--- src/rtl/ccdclk_pkg.sv ---
package ccdclk_pkg;
  localparam int TICK_W = 8;
  localparam int GAP_W  = 12;
  localparam int PIX_W  = 14;
  localparam int CNT_W  = PIX_W + 2;

  typedef enum logic [1:0] {SEQ_SETUP, SEQ_TG, SEQ_HOLD, SEQ_SHIFT} seq_e;
  typedef enum logic [1:0] {PC_NONE, PC_DARK, PC_VALID, PC_TAIL} pix_e;

  typedef struct packed {
    logic              inShift;
    logic              inTg;
    logic              lineHead;
    pix_e              pixClass;
    logic [TICK_W-1:0] tick;
  } seq_strobe_t;
endpackage

--- src/rtl/ccd_line_seq.sv ---
module ccd_line_seq
  import ccdclk_pkg::*;
(
  input  logic              clk,
  input  logic              rstN,
  input  logic              idle,
  input  logic [TICK_W-1:0] pixTicks,
  input  logic [GAP_W-1:0]  gapTicks,
  input  logic [GAP_W-1:0]  tgTicks,
  input  logic [CNT_W-1:0]  darkEnd,
  input  logic [CNT_W-1:0]  validEnd,
  input  logic [CNT_W-1:0]  lastPix,
  output seq_strobe_t       strobe
);
  seq_e              state;
  logic [GAP_W-1:0]  gapCnt;
  logic [TICK_W-1:0] tick;
  logic [CNT_W-1:0]  pix;

  always_ff @(posedge clk or negedge rstN) begin
    if (!rstN) begin
      state  <= SEQ_SETUP;
      gapCnt <= '0;
      tick   <= '0;
      pix    <= '0;
    end else if (idle) begin
      state  <= SEQ_SETUP;
      gapCnt <= '0;
      tick   <= '0;
      pix    <= '0;
    end else begin
      unique case (state)
        SEQ_SETUP: begin
          if (gapCnt == gapTicks - 1'b1) begin
            state  <= SEQ_TG;
            gapCnt <= '0;
          end else gapCnt <= gapCnt + 1'b1;
        end
        SEQ_TG: begin
          if (gapCnt == tgTicks - 1'b1) begin
            state  <= SEQ_HOLD;
            gapCnt <= '0;
          end else gapCnt <= gapCnt + 1'b1;
        end
        SEQ_HOLD: begin
          if (gapCnt == gapTicks - 1'b1) begin
            state  <= SEQ_SHIFT;
            gapCnt <= '0;
            tick   <= '0;
            pix    <= '0;
          end else gapCnt <= gapCnt + 1'b1;
        end
        SEQ_SHIFT: begin
          if (tick == pixTicks - 1'b1) begin
            tick <= '0;
            if (pix == lastPix) begin
              state <= SEQ_SETUP;
              pix   <= '0;
            end else pix <= pix + 1'b1;
          end else tick <= tick + 1'b1;
        end
        default: state <= SEQ_SETUP;
      endcase
    end
  end

  always_comb begin
    strobe.inShift  = (state == SEQ_SHIFT);
    strobe.inTg     = (state == SEQ_TG);
    strobe.lineHead = strobe.inShift && (tick == '0) && (pix == '0);
    strobe.tick     = tick;
    if (!strobe.inShift)      strobe.pixClass = PC_NONE;
    else if (pix < darkEnd)   strobe.pixClass = PC_DARK;
    else if (pix < validEnd)  strobe.pixClass = PC_VALID;
    else                      strobe.pixClass = PC_TAIL;
  end
endmodule

--- src/rtl/ccd_wave_gen.sv ---
module ccd_wave_gen
  import ccdclk_pkg::*;
(
  input  logic              clk,
  input  logic              rstN,
  input  seq_strobe_t       strobe,
  input  logic [TICK_W-1:0] pixTicks,
  input  logic [TICK_W-1:0] rgDelay,
  input  logic [TICK_W-1:0] rgWidth,
  input  logic [TICK_W-1:0] clWidth,
  input  logic              lineClamp,
  output logic              phi1,
  output logic              phi2,
  output logic              phi1Last,
  output logic              rstGate,
  output logic              clampOut,
  output logic              tgOut,
  output logic              lineStart,
  output logic              pixDark,
  output logic              pixValid,
  output logic              pixTail
);
  localparam int XW = TICK_W + 2;

  logic [XW-1:0] tickX, rgStart, rgEnd, clEnd, halfX;
  logic firstHalf, rgWin, clWin, shiftHigh;

  always_comb begin
    tickX     = {2'b00, strobe.tick};
    rgStart   = {2'b00, rgDelay};
    rgEnd     = rgStart + {2'b00, rgWidth};
    clEnd     = rgEnd + {2'b00, clWidth};
    halfX     = {2'b00, pixTicks} >> 1;
    firstHalf = tickX < halfX;
    rgWin     = (tickX >= rgStart) && (tickX < rgEnd);
    clWin     = (tickX >= rgEnd) && (tickX < clEnd);
    shiftHigh = !strobe.inShift || firstHalf;
  end

  always_ff @(posedge clk or negedge rstN) begin
    if (!rstN) begin
      phi1      <= 1'b1;
      phi2      <= 1'b0;
      phi1Last  <= 1'b1;
      rstGate   <= 1'b0;
      clampOut  <= 1'b0;
      tgOut     <= 1'b0;
      lineStart <= 1'b0;
      pixDark   <= 1'b0;
      pixValid  <= 1'b0;
      pixTail   <= 1'b0;
    end else begin
      phi1      <= shiftHigh;
      phi2      <= !shiftHigh;
      phi1Last  <= shiftHigh;
      rstGate   <= strobe.inTg || (strobe.inShift && rgWin);
      clampOut  <= strobe.inShift && (lineClamp || clWin);
      tgOut     <= strobe.inTg;
      lineStart <= strobe.lineHead;
      pixDark   <= (strobe.pixClass == PC_DARK);
      pixValid  <= (strobe.pixClass == PC_VALID);
      pixTail   <= (strobe.pixClass == PC_TAIL);
    end
  end
endmodule

--- src/rtl/ccd_clkgen.sv ---
module ccd_clkgen
  import ccdclk_pkg::*;
#(
  parameter int MIN_PIX_TICKS = 5
) (
  input  logic              clk,
  input  logic              rstN,
  input  logic [TICK_W-1:0] cfgPixTicks,
  input  logic [TICK_W-1:0] cfgRgDelay,
  input  logic [TICK_W-1:0] cfgRgWidth,
  input  logic [TICK_W-1:0] cfgClWidth,
  input  logic [GAP_W-1:0]  cfgGapTicks,
  input  logic [GAP_W-1:0]  cfgTgTicks,
  input  logic [PIX_W-1:0]  cfgDarkPix,
  input  logic [PIX_W-1:0]  cfgValidPix,
  input  logic [PIX_W-1:0]  cfgTailPix,
  input  logic              cfgLineClamp,
  output logic              phi1,
  output logic              phi2,
  output logic              phi1Last,
  output logic              rstGate,
  output logic              clampOut,
  output logic              tgOut,
  output logic              lineStart,
  output logic              pixDark,
  output logic              pixValid,
  output logic              pixTail,
  output logic              cfgErr
);
  localparam int SW = TICK_W + 2;

  logic [CNT_W-1:0] darkEnd, validEnd, totalPix, lastPix;
  logic [SW-1:0]    pulseSum;
  seq_strobe_t      strobe;

  always_comb begin
    darkEnd  = {2'b00, cfgDarkPix};
    validEnd = darkEnd + {2'b00, cfgValidPix};
    totalPix = validEnd + {2'b00, cfgTailPix};
    lastPix  = totalPix - 1'b1;
    pulseSum = {2'b00, cfgRgDelay} + {2'b00, cfgRgWidth} + {2'b00, cfgClWidth};
    cfgErr   = (cfgPixTicks < TICK_W'(MIN_PIX_TICKS))
            || (pulseSum > {2'b00, cfgPixTicks})
            || (cfgRgWidth == '0) || (cfgClWidth == '0)
            || (cfgGapTicks == '0) || (cfgTgTicks == '0)
            || (totalPix == '0);
  end

  ccd_line_seq u_seq (
    .clk      (clk),
    .rstN     (rstN),
    .idle     (cfgErr),
    .pixTicks (cfgPixTicks),
    .gapTicks (cfgGapTicks),
    .tgTicks  (cfgTgTicks),
    .darkEnd  (darkEnd),
    .validEnd (validEnd),
    .lastPix  (lastPix),
    .strobe   (strobe)
  );

  ccd_wave_gen u_wave (
    .clk       (clk),
    .rstN      (rstN),
    .strobe    (strobe),
    .pixTicks  (cfgPixTicks),
    .rgDelay   (cfgRgDelay),
    .rgWidth   (cfgRgWidth),
    .clWidth   (cfgClWidth),
    .lineClamp (cfgLineClamp),
    .phi1      (phi1),
    .phi2      (phi2),
    .phi1Last  (phi1Last),
    .rstGate   (rstGate),
    .clampOut  (clampOut),
    .tgOut     (tgOut),
    .lineStart (lineStart),
    .pixDark   (pixDark),
    .pixValid  (pixValid),
    .pixTail   (pixTail)
  );
endmodule

--- config.mk ---
export PLATFORM = sky130hd
export DESIGN_NAME = ccd_clkgen
export DESIGN_NICKNAME = d
export VERILOG_FILES = /design/src/rtl/ccdclk_pkg.sv /design/src/rtl/ccd_line_seq.sv /design/src/rtl/ccd_wave_gen.sv /design/src/rtl/ccd_clkgen.sv
export SDC_FILE = /design/constraint.sdc
export NUM_CORES = 1
export LEC_CHECK = 0
export BUFFER_PORTS_ARGS = -buffer_cell sky130_fd_sc_hd__buf_4
export CAP_MARGIN = 20
export CORE_MARGIN = 8
export CORE_UTILIZATION = 50
export CTS_CLUSTER_SIZE = 10
export DETAILED_ROUTE_END_ITERATION = 10
export PLACE_DENSITY = 0.71
export SYNTH_ARGS = -nofsm -noshare
export SYNTH_HDL_FRONTEND = slang
export SYNTH_SLANG_ARGS = --single-unit
--- constraint.sdc ---
create_clock -name clk -period 23.6 [get_ports clk]
set_clock_uncertainty 0.2 [all_clocks]
set_input_delay 4.72 -clock clk [delete_from_list [all_inputs] [get_ports clk]]
set_output_delay 4.72 -clock clk [all_outputs]
set_load 0.01 [all_outputs]
# After elaboration in Yosys (flattened, before gate mapping)
# Index checks and enable logic that the tools add are counted.
totals:
  reg_bits: 47
  out_inout_bits: 11
classes:
  addsub: 11
  order_cmp: 9
  eq_ne: 15
  mux: 23
  reduce_logical: 31
ops:
  columns: ["op", "count"]
  rows:
  - ["$mux 16", 4]
  - ["$mux 12", 3]
  - ["$logic_not 16->1", 2]
  - ["$pmux 16 s2", 1]
  - ["$eq 12x12->1", 2]
  - ["$logic_not 12->1", 2]
  - ["$logic_not 8->1", 3]
  - ["$mux 8", 3]
  - ["$pmux 12 s2", 1]
  - ["$sub 12x1->12 const B", 2]
  - ["$lt 8x10->1", 2]
  - ["$add 15x14->16", 1]
  - ["$add 16x1->16 const B", 1]
  - ["$eq 16x16->1", 1]
  - ["$lt 16x14->1", 1]
  - ["$lt 16x15->1", 1]
  - ["$mux 2", 8]
  - ["$pmux 8 s2", 1]
  - ["$sub 16x1->16 const B", 1]
  - ["$add 14x14->15", 1]
  - ["$add 12x1->12 const B", 1]
  - ["$add 10x8->10", 1]
  - ["$ge 8x10->1", 1]
  - ["$gt 10x8->1", 1]
  - ["22 further kinds", 44]

# Logic depth before layout (Yosys ltp)
# Gate-level depths: netlist of run 1.
logic_depth:
  ltp_word: 11
  ltp_mapped: 25

# Cells and area by module
# Synthesis of run 1 repeated with hierarchy kept, for this count alone.
hier_totals:
  cells_unflattened: 1056
  hier_area_um2: 8460.6
by_module_without_submodules:
  columns: ["module", "instances", "cells_per_inst", "area_each_um2"]
  rows:
  - ["ccd_line_seq", 1, 548, 4413.0]
  - ["ccd_clkgen", 1, 321, 2413.6]
  - ["ccd_wave_gen", 1, 187, 1634.1]

# Worst setup path after synthesis of run 1
# No wires, ideal clock.
synth_path:
  path_type: "in2out"
  startpoint: "input cfgDarkPix[1]"
  endpoint: "output cfgErr"
  arrival_time_ps: 9231
  required_ps: 18680
  slack_ps: 9449
  path_stages: 22
  path_buffers: 2
  path_cell_list: "ha_1 -> a21o_1 -> a21oi_1 -> o21bai_1 -> a21oi_1 -> o21bai_1 -> a21oi_1 -> o21bai_1 -> a2111oi_0 -> nor2_1 -> xnor2_1 -> ha_1 -> and2_1 -> a21boi_0 -> nand4b_1 -> nor3_1 -> o221ai_1 -> nor3_1 -> nand3_1 -> nand2_1 -> clkbuf_1 -> clkbuf_1"
synth_via:
  elab_chain_len: 4
synth_rtl:
  columns: ["element", "line_no", "rtl"]
  rows:
  - ["from (decl)", "ccd_clkgen.sv:14", "input logic [PIX_W-1:0] cfgDarkPix,"]
  - ["$add 14x14->15", "ccd_clkgen.sv:38", "validEnd = darkEnd + {2'b00, cfgValidPix};"]
  - ["$add 15x14->16", "ccd_clkgen.sv:39", "totalPix = validEnd + {2'b00, cfgTailPix};"]
  - ["$logic_not 16->1", "ccd_clkgen.sv:46", "|| (totalPix == '0);"]
  - ["$logic_or 1x1->1", "ccd_clkgen.sv:46", null]
  - ["to (decl)", "ccd_clkgen.sv:28", "output logic cfgErr"]
# Every way passes these cells.

# Worst setup path in the final report of run 1
# Ends and elaborated chain as after synthesis.

==> results of run 1 <==
[flip-flops by register name, summed over array words and instances (netlist names)]
signal            flops
u_seq.pix            16
u_seq.gapCnt         12
u_seq.tick            8
u_seq.state           2
u_wave.clampOut       1
u_wave.lineStart      1
u_wave.phi1           1
u_wave.phi2           1
u_wave.pixDark        1
u_wave.pixTail        1
u_wave.pixValid       1
u_wave.rstGate        1
u_wave.tgOut          1
[cell families (layout without fill, tap and decap cells)]
family          Yosys count  after routing  synth area share (%)
compound gates          239            239                 21.90
xor+xnor                114            114                 13.53
fa+ha+maj               126            126                 20.87
buf+inv                 132            223                 6.747
flops                    47             47                 15.30
mux                      11             11                 1.447
simple gates            295            295                 20.21
[power by group]
group	switching, W	internal [W]
clock network	0.0000330	0.0000506
logic	0.000148	0.000105
registers	0.00000253	0.0000817
[cells in the final DEF (no fill, tap or decap), types with 8 or more instances in the layout]
cell and instances:
nor4_1 23, a31oi_1 8, nor2b_1 11, o2111ai_1 9, o211ai_1 10, a21oi_1 56
ha_1 122, nor3_1 32, nand4_1 18, inv_1 104, nand2_1 42, and3_1 14
dfrtp_1 46, o21a_1 12, o21bai_1 8, o21ai_0 34, xor2_1 46, nor2_1 63
nand2b_1 13, xnor2_1 65, mux2i_1 10, or3_1 9, a21o_1 27, nand3_1 35
buf_4 111
[final cells by class]
class	count	area, um2
fill	1414	6337
multi-input combinational	785	6000
sequential	47	1177
timing repair buffer	111	833.3
inverter	104	390.4
tap	188	235.2
clock buffer	5	125.1
clock inverter	3	47.55
[metrics by stage]
stage          total power [W]  hold slack, ps  cells  setup WS (ps)
4_1_cts              0.0004199           427.1   1243           8429
3_5_place_dp         0.0003347           417.3   1235           8479
6_report             0.0004204           422.9   1243           8346
5_1_grt              0.0004604           460.9   1243           7801
3_3_place_gp         0.0003312           378.6   1235           8618
2_1_floorplan        0.0002783           346.9    964           9449
[tightest hold or removal path: stages (launching register included)]
cell and delay [ps]:
dfrtp_1 410, xor2_1 90, nor2_1 80
[cells in the mapped netlist (4+ instances only)]
master     count
and2_1         7
nand2_1       42
a221oi_1       4
a21o_1        27
a2111oi_0      5
o211ai_1      10
a21boi_0       4
clkbuf_1      20
nand3_1       35
o31ai_1        4
dfrtp_1       46
nand4_1       18
o21bai_1       8
o2111ai_1      9
a211oi_1       7
fa_1           4
and4_1         4
o21a_1        12
a311oi_1       4
nor2b_1       11
o211a_1        5
o21ai_0       34
a31oi_1        8
ha_1         122
or2_2          6
nor4_1        23
xor2_1        46
and3_1        14
a21oi_1       56
o21ai_1        5
nand2b_1      13
mux2i_1       10
nor3_1        32
or3_1          9
xnor2_1       65
nor2_1        63
inv_1        104
[routing by layer]
metal | routed length [um] | vias up
met3 | 908 | 16
met2 | 8660 | 157
met4 | 135 | 0
met1 | 9708 | 3268
li1 | - | 3696
met5 | 0 | -
[worst min-delay path by stage]
stage / to / depth (start not counted) / slack [ps]
global placement: u_seq.state[1]$_DFFE_PN0P_ / 2 / 380
global route: u_seq.state[1]$_DFFE_PN0P_ / 2 / 460
finish: u_seq.gapCnt[11]$_DFFE_PN0P_ / 2 / 420
CTS: u_seq.state[1]$_DFFE_PN0P_ / 2 / 430
detailed placement: u_seq.pix[0]$_DFFE_PN0P_ / 1 / 420
floorplan: u_seq.pix[0]$_DFFE_PN0P_ / 1 / 350
==> flow_summary_export.csv, run 1 <==
group,metric,value,unit
die,die_h,140.1,um
worst_setup_path,path_class,"in -> out",
sta,min_period_over_period,64.64,%
grt,grt_pass1_vias,6802,
clock_network,cts_tree,"yes",
clock_network,clock_sinks,47,
worst_hold_path,hp-start,"u_seq.gapCnt[11]$_DFFE_PN0P_",
grt,grt-busiest-layer,"met2",
synth,async_reset_ff_share,100.0,%
synth,mappedNetlistNets,1191,
sta,rsz0062_at_grt,"no",
pwr,p_leak,4.301,nW
final_layout,fin_util,58.16,%
run,cap_violations,0,
clock_network,cts_htree_levels,2,
sta,relSlewSlack,44.18,%
synth,syn-instance-count,964,
worst_setup_path,startpoint,"cfgDarkPix[1]",
outcome,outcome,"finished, final reports clean",
pwr,powerDensity,47.73,nW/um2
sta,tightest_slew,816.2,ps
worst_setup_path,cp_num_cells,22,
worst_setup_path,path_cells,"buf_4 -> ha_1 -> a21o_1 -> a21oi_1 -> o21bai_1 -> a21oi_1 -> o21bai_1 -> a21oi_1 -> o21bai_1 -> a2111oi_0 -> nor2_1 -> xnor2_1 -> ha_1 -> and2_1 -> a21boi_0 -> nand4b_1 -> nor3_1 -> o221ai_1 -> nor3_1 -> nand3_1 -> nand2_1 -> buf_4",
worst_setup_path,r2r_setup_slack,19810,ps
worst_setup_path,ff2ff_path_depth,11,
grt,gr-usage-met3,2.922,%
pwr,irDropWorstVdd,29.26,uV
synth,avgSynthCellArea,7.984,um2
grt,grtUsageTotal,19.80,%
routing,wl_per_cell,15.62,um
final_layout,fin_area,8808,um2
worst_setup_path,end_kind,"output port",
grt,grt_max_degree,48,
worst_setup_path,crit_arrival,10330,ps
routing,vias_per_cell,5.742,
sta,finalCriticalPeriod,15250,ps
clock_network,path_clk_slew,70,ps
worst_setup_path,crit_buf_inv,2,
worst_hold_path,hold_path_class,"reg -> reg",
grt,grt_overflow_total,0,
synth,yosys-top-cells-area,"ha_1 20%, dfrtp_1 15%, xnor2_1 7.4%",
synth,synth_edf_count,0,
routing,drt_iter0_drc,480,
die,core,15150,um2
die,boundaryPins,112,
worst_setup_path,rr_endpoint,"u_seq.pix[14]$_DFFE_PN0P_",
worst_setup_path,max_stage_delay,770,ps
routing,drt_wl_total,19410,um
worst_setup_path,cp_max_fo,24,
die,die_x,140.1,um
synth,seq_area_frac_synth,15.30,%
place,placed_cell_area,8636,um2
routing,first_pass_iters,7,
worst_setup_path,timing.rr.start,"u_seq.gapCnt[2]$_DFFE_PN0P_",
synth,synth_cell_types,80,
place,dp_hpwl,15950,um
sta,fmax,0.06556,GHz
clock_network,cts-root-buf,"clkbuf_16",
place,gp_congestion,0.8470,
grt,grt_use_met1,28.31,%
final_layout,drive_above_1_share,13.27,%
synth,synth_ff_type,"dfrtp_1",
sta,slew_violations,0,
grt,gr-usage-met2,31.46,%
clock_network,cts_setup_buffers,0,
die,rows,45,
die,start_util,50.81,%
clock_network,clk_latency,300,ps
clock_network,cts_buffers,5,
final_layout,antenna_cells,0,
worst_setup_path,critPathRequiredTime,18680,ps
synth,yosysWarnings,0,
clock_network,hold_buffers,0,
worst_setup_path,cp-start-kind,"input pin",
synth,synth_largest_area_cell,"ha_1",
synth,synth_top_area_share,19.83,%
final_layout,fin_nets,1281,
clock_network,post_cts_resized,0,
worst_setup_path,cp-endpoint,"cfgErr",
grt,grt_first_pass_wirelength,32940,um
synth,ys_seq_elements,47,
final_layout,area_growth,14.45,%
clock_network,clk_path_buf_depth,2,
routing,vias,7137,
synth,netlist_area,7696,um2
worst_setup_path,cp_top_family,"compound AO/OA/AOI/OAI gates",
grt,antenna_found_initial,0,
worst_setup_path,cpMaxStageDelayCell,"a2111oi_0",
die,dieArea,19620,um2
routing,drc,0,
sta,final_hold_viol_count,0,
place,port_buffers,111,
routing,drt.antenna.violating_nets,0,
sta,finalSetupViolCount,0,
sta,setup-tns-final,0,ps
(Power assumes the default switching activity.)
==> run 2: changes to the inputs <==
--- a/config.mk
+++ b/config.mk
@@ -11,7 +11,7 @@
 export CORE_UTILIZATION = 50
 export CTS_CLUSTER_SIZE = 10
 export DETAILED_ROUTE_END_ITERATION = 10
-export PLACE_DENSITY = 0.71
+export PLACE_DENSITY = 0.74
 export SYNTH_ARGS = -nofsm -noshare
 export SYNTH_HDL_FRONTEND = slang
 export SYNTH_SLANG_ARGS = --single-unit
==> constraint.sdc (replaced) <==
create_clock -name clk -period 12.2 [get_ports clk]
set_clock_uncertainty 0.2 [all_clocks]
set_input_delay 2.44 -clock clk [delete_from_list [all_inputs] [get_ports clk]]
set_output_delay 2.44 -clock clk [all_outputs]
set_load 0.01 [all_outputs]
==> flow_summary_export.csv, run 2 (same netlist as run 1, synthesis figures left out) <==
group,metric,value,unit
sta,min_period_over_period,87.09,%
pwr,p_seq_share,20.1,%
pwr,switchingPower,0.0003555,W
final_layout,largest_reg_flops,16,
pwr,p_leak,4.301,nW
routing,drt_wl_total,19830,um
clock_network,hold_buffers,0,
sta,relSlewSlack,45.30,%
grt,grt_overflow_total,0,
die,rows,45,
pwr,p_clk_share,19.7,%
grt,antenna_found_initial,0,
final_layout,fin_util,58.16,%
worst_setup_path,crit_arrival,7980,ps
final_layout,antenna_cells,0,
final_layout,drive_above_1_share,13.27,%
outcome,outcome,"finished, final reports clean",
sta,slew_violations,0,
sta,finalSetupViolCount,0,
clock_network,cts_setup_buffers,0,
worst_setup_path,cp_max_fo,24,
clock_network,cts_tree,"yes",
worst_setup_path,critPathRequiredTime,9560,ps
grt,grt_first_pass_wirelength,33350,um
die,core,15150,um2
pwr,swShare,43.65,%
final_layout,top_regs,"u_seq.pix: 16 flops, u_seq.gapCnt: 12 flops, u_seq.tick: 8 flops",
pwr,fin_total_pwr,0.0008146,W
clock_network,cts_buffers,5,
place,gp_congestion,0.9107,
sta,tightest_slew,809.8,ps
die,die_h,140.1,um
clock_network,clk_path_buf_depth,2,
worst_setup_path,path_class,"in -> out",
final_layout,final_cell_mix,"122 x ha_1, 111 x buf_4, 104 x inv_1, 65 x xnor2_1, 63 x nor2_1",
routing,drt_iter0_drc,509,
final_layout,final_common_cell,"ha_1",
clock_network,post_cts_resized,0,
die,start_util,50.81,%
place,port_buffers,111,
clock_network,cts_htree_levels,2,
sta,finalCriticalPeriod,10620,ps
routing,vias_per_cell,5.829,
routing,first_pass_iters,5,
sta,rsz0062_at_grt,"no",
clock_network,cts-root-buf,"clkbuf_16",
pwr,irDropWorstVdd,58.30,uV
sta,setup-tns-final,0,ps
die,die_x,140.1,um
clock_network,clk_latency,290,ps
worst_setup_path,cp-start-kind,"input pin",
die,boundaryPins,112,
routing,drc,0,
clock_network,path_clk_slew,60,ps
worst_setup_path,end_kind,"output port",
die,dieArea,19620,um2
grt,grt_max_degree,48,
routing,vias,7245,
place,dp_hpwl,16240,um
sta,fmax,0.09412,GHz
final_layout,area_growth,14.45,%
worst_hold_path,hold_path_class,"reg -> reg",
sta,holdWs,405.5,ps
routing,wl_per_cell,15.95,um
grt,grt_pass1_vias,6990,
sta,final_hold_viol_count,0,
final_layout,fin_nets,1281,
final_layout,fill_cells,1400,
pwr,powerDensity,92.48,nW/um2
final_layout,top_register,"u_seq.pix",
pwr,power.internal,0.0004590,W
grt,grtUsageTotal,20.02,%
pwr,comb_power_share,60.3,%
run,cap_violations,0,
clock_network,clock_sinks,47,
routing,drt.antenna.violating_nets,0,
-- run 2: final cells by class --
class                   instances  area, um2  area share, %
clock inverters                 3      47.55         0.5398
clock buffers                   5      125.1          1.420
multi-input cells             785       6000          68.11
flip-flops and latches         47       1177          13.37
repair buffers                111      833.3          9.460
well taps                     188      235.2          2.670
inverters                     104      390.4          4.432
-- run 2: worst max-delay path: stages --
cell and delay (ps):
buf_4 110, ha_1 280, a21o_1 180, a21oi_1 230, o21bai_1 100, a21oi_1 240, o21bai_1 110, a21oi_1 260
o21bai_1 130, a2111oi_0 700, nor2_1 130, xnor2_1 220, ha_1 320, and2_1 190, a21boi_0 120, nand4b_1 280
nor3_1 290, o221ai_1 210, nor3_1 210, nand3_1 260, nand2_1 700, buf_4 260
-- run 2: metal layers --
metal	vias up	wire length, um	GRT usage, %
met5	-	0	0
met1	3368	9594	27.38
met2	173	9286	33.33
met3	13	798	3.296
met4	0	146	2.286
li1	3691	-	-
-- run 2: final timing paths --
kind | start | end | slack [ps] | depth (start not counted)
max | cfgDarkPix[1] | cfgErr | 1580 | 22
min | u_seq.state[1]$_DFFE_PN0P_ | u_seq.state[1]$_DFFE_PN0P_ | 410 | 2
max reg2reg | u_seq.gapCnt[2]$_DFFE_PN0P_ | u_seq.pix[15]$_DFFE_PN0P_ | 8380 | 11
min reg2reg | u_seq.state[1]$_DFFE_PN0P_ | u_seq.state[1]$_DFFE_PN0P_ | 410 | 2
max in group asynchronous | rstN | u_seq.tick[0]$_DFFE_PN0P_ | 9450 | 1
min in group asynchronous | rstN | u_wave.pixValid$_DFF_PN0_ | 1950 | 1
-- run 2: power groups by stage --
stage | combinational [W] | sequential [W] | clock, W
after floorplan | 0.000374 | 0.000164 | 0
after global placement | 0.000472 | 0.000166 | 0
after detailed placement | 0.000484 | 0.000167 | 0
after CTS | 0.000488 | 0.000164 | 0.000163
after global routing | 0.000555 | 0.000164 | 0.000170
final | 0.000491 | 0.000163 | 0.000160
-- run 2: stage by stage --
step,std cells,worst slack [ps],cell area (um2)
after detailed placement,1235,1631,8636
final,1243,1575,8808
after global placement,1235,1815,8636
after floorplan,964,2609,7696
after CTS,1243,1588,8808
after global routing,1243,1103,8808
==> run 3: changes to the inputs <==
--- a/config.mk
+++ b/config.mk
@@ -5,13 +5,13 @@
 export SDC_FILE = /design/constraint.sdc
 export NUM_CORES = 1
 export LEC_CHECK = 0
-export BUFFER_PORTS_ARGS = -buffer_cell sky130_fd_sc_hd__buf_4
 export CAP_MARGIN = 20
 export CORE_MARGIN = 8
 export CORE_UTILIZATION = 50
 export CTS_CLUSTER_SIZE = 10
 export DETAILED_ROUTE_END_ITERATION = 10
-export PLACE_DENSITY = 0.74
+export DONT_BUFFER_PORTS = 1
+export PLACE_DENSITY = 0.68
 export SYNTH_ARGS = -nofsm -noshare
 export SYNTH_HDL_FRONTEND = slang
 export SYNTH_SLANG_ARGS = --single-unit
==> flow_summary_export.csv, run 3 (same netlist as run 1, synthesis figures left out) <==
group,metric,value,unit
final_layout,final_common_cell,"ha_1",
run,cap_violations,0,
worst_setup_path,cp-start-kind,"input pin",
sta,tightest_slew,801.1,ps
die,die_h,140.1,um
pwr,p_seq_share,21.5,%
worst_setup_path,max_stage_delay,760,ps
clock_network,cts_htree_levels,2,
clock_network,hold_buffers,0,
place,gp_congestion,0.8557,
grt,grt_pass1_vias,6367,
place,pre_cts_ws,2270,ps
final_layout,top_regs,"u_seq.pix: 16 flops, u_seq.gapCnt: 12 flops, u_seq.tick: 8 flops",
grt,grtUsageTotal,19.47,%
sta,final_hold_viol_count,0,
grt,grt_overflow_total,0,
routing,drt_wl_total,19440,um
clock_network,cts_buffers,5,
final_layout,antenna_cells,0,
pwr,irDropWorstVdd,59.30,uV
clock_network,clk_latency,290,ps
final_layout,drive_above_1_share,3.069,%
grt,grt_max_degree,48,
sta,fmax,0.09956,GHz
worst_setup_path,crit_buf_inv,1,
sta,relSlewSlack,45.21,%
sta,finalSetupViolCount,0,
routing,vias_per_cell,6.021,
die,die_x,140.1,um
place,dp_hpwl,15840,um
final_layout,top_register,"u_seq.pix",
pwr,powerDensity,95.55,nW/um2
clock_network,post_cts_resized,0,
worst_setup_path,cpMaxStageDelayCell,"a2111oi_0",
pwr,p_leak,3.759,nW
sta,rsz0062_at_grt,"no",
sta,setup-tns-final,0,ps
sta,finalCriticalPeriod,10040,ps
grt,grt_first_pass_wirelength,32200,um
worst_setup_path,cp_max_fo,24,
routing,drt.antenna.violating_nets,0,
place,port_buffers,0,
final_layout,fill_cells,1450,
worst_setup_path,path_cells,"ha_1 -> a21o_1 -> a21oi_1 -> o21bai_1 -> a21oi_1 -> o21bai_1 -> a21oi_1 -> o21bai_1 -> a2111oi_0 -> nor2_1 -> xnor2_1 -> ha_1 -> and2_1 -> a21boi_0 -> nand4b_1 -> nor3_1 -> o221ai_1 -> nor3_1 -> nand3_1 -> nand2_1 -> buf_4",
die,dieArea,19620,um2
clock_network,clock_sinks,47,
final_layout,largest_reg_flops,16,
final_layout,fin_nets,1171,
routing,drc,0,
worst_setup_path,path_class,"in -> out",
outcome,outcome,"finished, final reports clean",
clock_network,clk_path_buf_depth,2,
clock_network,cts-root-buf,"clkbuf_16",
clock_network,cts_tree,"yes",
grt,antenna_found_initial,0,
sta,slew_violations,0,
die,rows,45,
routing,drt_iter0_drc,407,
routing,wl_per_cell,17.16,um
die,core,15150,um2
pwr,comb_power_share,60.1,%
worst_setup_path,critPathRequiredTime,9560,ps
routing,first_pass_iters,6,
final_layout,final_cell_mix,"122 x ha_1, 104 x inv_1, 65 x xnor2_1, 63 x nor2_1, 56 x a21oi_1",
worst_setup_path,cp_top_family,"compound AO/OA/AOI/OAI gates",
pwr,power.internal,0.0004234,W
clock_network,path_clk_slew,60,ps
pwr,p_clk_share,18.5,%
sta,min_period_over_period,82.33,%
die,boundaryPins,112,
worst_setup_path,end_kind,"output port",
die,start_util,50.81,%
routing,vias,6822,
pwr,switchingPower,0.0003373,W
worst_setup_path,crit_arrival,7400,ps
final_layout,area_growth,3.447,%
sta,postLayoutSetupSlackWorst,2156,ps
worst_hold_path,hold_path_class,"reg -> reg",
clock_network,cts_setup_buffers,0,
pwr,swShare,44.35,%
## run 3: cell types whose count changed in the layout (fill, tap and decap cells not counted)
cell / before / now
clkbuf_8: 0 / 1
buf_4: 111 / 1
clkbuf_1: 0 / 1
inv_6: 1 / 0
bufinv_16: 1 / 0
## run 3: final timing paths
| check | from | to | slack, ps | cells past startpoint |
|---|---|---|---|---|
| max in group asynchronous | rstN | u_wave.phi1$_DFF_PN1_ | 9960 | 0 |
| min in group asynchronous | rstN | u_seq.pix[9]$_DFFE_PN0P_ | 1650 | 0 |
| worst min register to register | u_seq.state[1]$_DFFE_PN0P_ | u_seq.state[1]$_DFFE_PN0P_ | 400 | 2 |
| worst min-delay path | u_seq.state[1]$_DFFE_PN0P_ | u_seq.state[1]$_DFFE_PN0P_ | 400 | 2 |
| worst max-delay path | cfgDarkPix[1] | cfgErr | 2160 | 21 |
| worst max register to register | u_seq.gapCnt[2]$_DFFE_PN0P_ | u_seq.pix[13]$_DFFE_PN0P_ | 8390 | 11 |
## run 3: power by group through the flow
stage / clock network, W / registers (W) / logic, W
after detailed placement: 0 / 0.000166 / 0.000450
final: 0.000141 / 0.000163 / 0.000457
after global placement: 0 / 0.000166 / 0.000441
after floorplan: 0 / 0.000164 / 0.000374
after global routing: 0.000148 / 0.000164 / 0.000515
after CTS: 0.000143 / 0.000163 / 0.000453
## run 3: worst register-to-register path: stages (launching register included)
cell and delay, ps:
dfrtp_1 590, nand2_1 100, a221oi_1 340, a41oi_1 80
nor4_1 290, o2111ai_1 230, mux2i_1 370, and2_1 380
and3b_1 440, nor4_1 460, xnor2_1 160, nor2_1 50
## run 3: cell type report
class,instances,area (um2),share of cell area [%]
clock buffers,7,142.6,1.792
clock inverters,1,8.758,0.1100
inverters,104,390.4,4.903
multi-input cells,785,6000,75.36
flip-flops and latches,47,1177,14.79
well taps,188,235.2,2.955
repair buffers,1,7.507,0.09430
## run 3: through the flow
step | area [um2] | hold slack [ps] | total power, W | utilization (%) | cells
6_report | 7961 | 400.0 | 0.0007607 | 52.57 | 1133
5_1_grt | 7961 | 419.8 | 0.0008270 | 52.57 | 1133
4_1_cts | 7961 | 402.4 | 0.0007593 | 52.57 | 1133
3_5_place_dp | 7810 | 393.9 | 0.0006157 | 51.57 | 1125
3_3_place_gp | 7810 | 380.1 | 0.0006072 | 51.57 | 1125
2_1_floorplan | 7696 | 346.9 | 0.0005383 | - | 964
## run 3: routing by layer
| metal | up-vias | routed length, um | global-route usage (%) |
|---|---|---|---|
| met3 | 14 | 1146 | 4.043 |
| met2 | 159 | 8717 | 30.82 |
| li1 | 3468 | - | - |
| met1 | 3181 | 9435 | 27.39 |
| met5 | - | 0 | 0 |
| met4 | 0 | 139 | 2.229 |
